<file path="src/rtl/baud_pkg.sv">
package baud_pkg;
  localparam int FRAC_W = 4;

  // Packed so that mul lands in bits 7:4 and add in bits 3:0
  typedef struct packed {
    logic [FRAC_W-1:0] mul;
    logic [FRAC_W-1:0] add;
  } frac_cfg_t;

  localparam int CFG_W = $bits(frac_cfg_t);

  localparam frac_cfg_t FRAC_RESET = '{mul: FRAC_W'(1), add: FRAC_W'(0)};
endpackage

</file>
<file path="src/rtl/baud_frac_reg.sv">
module baud_frac_reg
  import baud_pkg::*;
#(
  parameter int REG_W = 32
) (
  input  logic             clk,
  input  logic             rst_n,
  input  logic             wr_en,
  input  logic [REG_W-1:0] wdata,
  output frac_cfg_t        cfg,
  output logic [REG_W-1:0] rdata
);
  frac_cfg_t cfg_q;

  // Only the defined field bits are stored; reserved bits have no flops
  always_ff @(posedge clk) begin
    if (!rst_n)     cfg_q <= FRAC_RESET;
    else if (wr_en) cfg_q <= frac_cfg_t'(wdata[CFG_W-1:0]);
  end

  assign cfg   = cfg_q;
  assign rdata = REG_W'(cfg_q);


  wr_store_chk: assert property (@(posedge clk) disable iff (!rst_n)
    wr_en |=> rdata[CFG_W-1:0] == $past(wdata[CFG_W-1:0]));
endmodule

</file>
<file path="src/rtl/baud_phase_acc.sv">
module baud_phase_acc
  import baud_pkg::*;
(
  input  logic      clk,
  input  logic      rst_n,
  input  logic      load,
  input  frac_cfg_t cfg_in,
  output logic      en
);
  frac_cfg_t         act_q;
  logic [FRAC_W-1:0] acc_q;
  logic              skip_q;
  logic [FRAC_W:0]   sum;
  logic              wrap;

  assign sum  = {1'b0, acc_q} + {1'b0, act_q.add};
  assign wrap = sum >= {1'b0, act_q.mul};
  assign en   = !skip_q;

  always_ff @(posedge clk) begin
    if (!rst_n) begin
      act_q  <= FRAC_RESET;
      acc_q  <= '0;
      skip_q <= 1'b0;
    end else begin
      if (skip_q) begin
        skip_q <= 1'b0;
      end else begin
        acc_q  <= wrap ? FRAC_W'(sum - {1'b0, act_q.mul}) : FRAC_W'(sum);
        skip_q <= wrap;
      end
      if (load && cfg_in != act_q) begin
        act_q <= cfg_in;
        acc_q <= '0;
      end
    end
  end


  no_double_skip_chk: assert property (@(posedge clk) disable iff (!rst_n)
    !en |=> en);


  acc_bound_chk: assert property (@(posedge clk) disable iff (!rst_n)
    (act_q.mul != '0 && act_q.add < act_q.mul) |-> acc_q < act_q.mul);
endmodule

</file>
<file path="src/rtl/baud_int_div.sv">
module baud_int_div #(
  parameter int DIV_W = 16
) (
  input  logic             clk,
  input  logic             rst_n,
  input  logic             en,
  input  logic [DIV_W-1:0] divisor,
  output logic             tick,
  output logic             reload
);
  logic [DIV_W-1:0] div_eff;
  logic [DIV_W-1:0] div_act_q;
  logic [DIV_W-1:0] cnt_q;
  logic             loaded_q;
  logic             tick_q;
  logic             hit;

  assign div_eff = (divisor == '0) ? DIV_W'(1) : divisor;
  assign hit     = loaded_q && en && cnt_q == '0;
  assign reload  = !loaded_q || hit;
  assign tick    = tick_q;

  always_ff @(posedge clk) begin
    if (!rst_n) begin
      cnt_q     <= '0;
      div_act_q <= DIV_W'(1);
      loaded_q  <= 1'b0;
      tick_q    <= 1'b0;
    end else begin
      tick_q <= hit;
      if (reload) begin
        cnt_q     <= div_eff - DIV_W'(1);
        div_act_q <= div_eff;
        loaded_q  <= 1'b1;
      end else if (en) begin
        cnt_q <= cnt_q - DIV_W'(1);
      end
    end
  end


  single_tick_chk: assert property (@(posedge clk) disable iff (!rst_n)
    (tick_q && div_act_q > DIV_W'(1)) |=> !tick_q);


  hold_div_chk: assert property (@(posedge clk) disable iff (!rst_n)
    !reload |=> $stable(div_act_q));


  cnt_range_chk: assert property (@(posedge clk) disable iff (!rst_n)
    loaded_q |-> cnt_q < div_act_q);
endmodule

</file>
<file path="src/rtl/frac_baud_gen.sv">
module frac_baud_gen
  import baud_pkg::*;
#(
  parameter int BYTE_W = 8,
  parameter int REG_W  = 32
) (
  input  logic              clk,
  input  logic              rst_n,
  input  logic [BYTE_W-1:0] div_hi_i,
  input  logic [BYTE_W-1:0] div_lo_i,
  input  logic              fdr_wr_i,
  input  logic [REG_W-1:0]  fdr_wdata_i,
  output logic [REG_W-1:0]  fdr_rdata_o,
  output logic              tick_o
);
  localparam int DIV_W = 2 * BYTE_W;

  frac_cfg_t cfg;
  logic      en;
  logic      reload;

  baud_frac_reg #(.REG_W(REG_W)) u_reg (
    .clk   (clk),
    .rst_n (rst_n),
    .wr_en (fdr_wr_i),
    .wdata (fdr_wdata_i),
    .cfg   (cfg),
    .rdata (fdr_rdata_o)
  );

  baud_phase_acc u_frac (
    .clk    (clk),
    .rst_n  (rst_n),
    .load   (reload),
    .cfg_in (cfg),
    .en     (en)
  );

  baud_int_div #(.DIV_W(DIV_W)) u_div (
    .clk     (clk),
    .rst_n   (rst_n),
    .en      (en),
    .divisor ({div_hi_i, div_lo_i}),
    .tick    (tick_o),
    .reload  (reload)
  );


  rst_quiet_chk: assert property (@(posedge clk)
    !rst_n |=> !tick_o);
endmodule

</file>
<file path="config.mk">
export PLATFORM = sky130hd
export DESIGN_NAME = frac_baud_gen
export DESIGN_NICKNAME = d
export VERILOG_FILES = /design/src/rtl/baud_pkg.sv /design/src/rtl/baud_frac_reg.sv /design/src/rtl/baud_phase_acc.sv /design/src/rtl/baud_int_div.sv /design/src/rtl/frac_baud_gen.sv
export SDC_FILE = /design/constraint.sdc
export NUM_CORES = 1
export LEC_CHECK = 0
export CAP_MARGIN = 20
export CORE_MARGIN = 3
export CORE_UTILIZATION = 45
export CTS_BUF_LIST = sky130_fd_sc_hd__clkbuf_8 sky130_fd_sc_hd__clkbuf_16
export DETAILED_ROUTE_END_ITERATION = 8
export GPL_ROUTABILITY_DRIVEN = 0
export PLACE_DENSITY_LB_ADDON = 0.1
export SLEW_MARGIN = 20
export SYNTH_ARGS = -nofsm -noshare
export SYNTH_HDL_FRONTEND = slang
export SYNTH_SLANG_ARGS = --single-unit
</file>
<file path="constraint.sdc">
create_clock -name clk -period 4.2 [get_ports clk]
set_input_delay 1.05 -clock clk [delete_from_list [all_inputs] [get_ports clk]]
set_output_delay 1.05 -clock clk [all_outputs]
set_load 0.02 [all_outputs]
</file>
==> metrics.md <==
| Metric | Value |
|---|---|
| Final setup viols | `0` |
| Post-Syn Instances | `351` |
| Final worst path period share | `88.86%` |
| Port buffer count | `35` |
| Setup Skew | `0.01323 ns` |
| Area of the die | `0.007277 sq mm` |
| Clk sink count | `39` |
| Worst Hold Class | `flip-flop to flip-flop` |
| # diodes | `0` |
| Syn Std Cell Area | `0.002830 sq mm` |
| Nature of the critical path endpoint | `flip-flop` |
| Core footprint | `0.005991 sq mm` |
| Pre-antenna DRT Iters | `4` |
| Global route overflow | `0` |
| Outcome | `finished, final reports clean` |
| Initial Util | `47.24%` |
| Area contributors post-synth | `dfxtp_1 28%, mux2i_1 9.2%, buf_4 6.6%` |
| Hold path depth | `2` |
| RSZ-0062 raised after global routing | `no` |
| R2r worst-path depth | `11` |
| Placed Cells | `462` |
| Cts hold-fix bufs | `0` |
| Post-DP HPWL | `5303 um` |
| TritonCTS buffer count | `5` |
| Die height | `85.31 um` |
| Most common cell in the netlist | `nor2_1` |
| First-pass GRT wire length | `12,260 um` |
| CTS root buf | `clkbuf_8` |
| Worst Tran Pin Value | `0.9521 ns` |
| Rows | `28` |
| Critical Path RT | `4.40 ns` |
| Peak VDD IR | `0.1930 mV` |
| Hold Vio Cnt, Final | `0` |
| Drt drc | `0` |
| Sequential area share after synthesis | `27.59%` |
| Synth cell count leaders | `44 x nor2_1, 39 x dfxtp_1, 26 x mux2i_1` |
| Chip width | `85.31 um` |
| Total Routed Length | `7284 um` |
| Async SR Flop Fraction | `0%` |
| WS Path Type | `input port to flip-flop` |
| Postcts setup bufs | `0` |
| Worst Setup Start Kind | `input port` |
| Pleak | `0.001404 uW` |
| Fin crit period | `3.732 ns` |
| Non-filler cells, final | `470` |
| Post-synth EDFFs | `0` |
| Clk buf depth | `2` |
| Initial detailed-routing violation count | `174` |
| Slew Limit Fails | `0` |
| Yosys warning total | `0` |
| H-Tree Depth | `2` |
| Max transition margin | `36.10%` |
| Routed len/inst | `15.50 um` |
| Vias per cell | `5.547` |
| Worst-path clk slew | `0.09 ns` |
| Worst Path Arrival | `3.93 ns` |
| Vias in the first global route | `2,552` |
| Via count | `2,607` |
| Achievable Freq | `267.9 MHz` |
| TritonCTS clock tree | `built` |
| Area Overhead vs Synth | `18.83%` |
| Fin nets | `456` |
| Post-synthesis register bit count | `39` |
| CP max FO | `4` |
| Share of cells above drive strength 1 | `8.608%` |
| Post-synth top flop | `dfxtp_1` |
| Max capacitance violation total | `0` |
| Utilization after layout | `56.14%` |
| Largest net degree at the start of global routing | `26` |
| Fillers | `575` |
| Largest area contributor in the netlist | `dfxtp_1` |
| Cell Pwr Density | `426.2 mW/mm^2` |
| Number of distinct library cells after synthesis | `58` |
| Top cell type's share of synthesized area | `27.59%` |
| Global Route Usage Sum | `20.71%` |
| Initial antenna violation count | `0` |
| Mean Syn Cell Area | `8.063 sq um` |
| # IOs | `84` |
| Skew-Pair Late Insertion Delay | `0.31 ns` |
| Setup TNS | `0 ns` |
| Remaining antenna violation count after routing | `0` |
| Post-CTS Resized | `0` |
==> registers in the layout (all words and copies together), names as in the netlist <==
| register | count |
|---|---|
| u_div.cnt_q | 16 |
| u_div.loaded_q | 1 |
| u_div.tick | 1 |
| u_frac.acc_q | 4 |
| u_frac.act_q | 8 |
| u_frac.skip_q | 1 |
| u_reg.cfg | 8 |
==> critical path: stages <==
cell	delay (ns)
clkdlybuf4s50_1	0.44
nor4_1	0.45
nand2_1	0.22
nor4_1	0.19
or3_1	0.16
o21ai_0	0.09
ha_1	0.23
nor4b_1	0.16
buf_4	0.15
nand3_1	0.09
mux2i_1	0.11
buf_4	0.16
o21ai_0	0.19
xnor2_1	0.15
a21oi_1	0.08
==> where the power goes <==
group	leakage (uW)	internal, uW	switching [uW]
clock	0.0000587	180	156
sequential	0.000321	421	55.4
combinational	0.00102	274	346
==> metrics by stage <==
stage / hold WS (ns) / power (uW) / cell area, sq um / setup slack [ns]
floorplan: 0.4497 / 948.9 / 2917 / 0.5978
global placement: 0.4619 / 1083 / 3247 / 0.1705
detailed placement: 0.4640 / 1094 / 3247 / 0.1720
CTS: 0.4777 / 1439 / 3363 / 0.4794
global route: 0.5243 / 1539 / 3363 / 0.2213
finish: 0.4729 / 1433 / 3363 / 0.4679
==> cell type report <==
type,instances,area [sq um],area share (%)
well taps,75,93.84,2.790
multi-input cells,284,1849,54.98
inverters,12,45.04,1.339
repair buffers,52,478.0,14.21
clock inverters,3,47.55,1.414
clock buffers,5,68.82,2.046
flip-flops and latches,39,780.7,23.21
==> placed cells by master (no fill, tap or decap), types with 11 or more instances in the layout <==
cell type        Yosys  routed
xnor2_1             15      15
buf_4               25      17
dfxtp_1             39      39
nor3_1              13      13
conb_1               1      24
clkdlybuf4s50_1      0      35
nand2_1             20      20
nor2_1              44      44
nand3_1             11      11
inv_1               11      11
mux2i_1             26      26
o21ai_0             20      20
==> kinds of logic after synthesis <==
kind of cell | after synthesis | synth area share (%)
buf+inv | 51 | 10.12
xor+xnor | 20 | 6.189
other cells | 1 | 0.1325
compound gates | 66 | 15.92
simple gates | 136 | 25.07
mux | 27 | 9.593
fa+ha+maj | 11 | 5.394
flops | 39 | 27.59
==> metal layers <==
layer	vias to the layer above	GRT usage, %	part of all wire [%]
met5	-	0	0
met4	0	5.899	1.2
met3	8	2.816	7.0
met2	98	33.33	44
met1	1198	28.88	48
li1	1303	-	-
==> path summary, 6_finish.rpt <==
path | slack [ns] | startpoint | end
worst max register to register | 0.55 | u_div.cnt_q[3] | u_div.cnt_q[14]
worst min-delay path | 0.47 | u_frac.acc_q[3] | u_frac.acc_q[3]
worst min register to register | 0.47 | u_frac.acc_q[3] | u_frac.acc_q[3]
worst max-delay path | 0.47 | div_hi_i[1] | u_div.cnt_q[12]
Note: power is estimated with default switching activity, not from simulation.
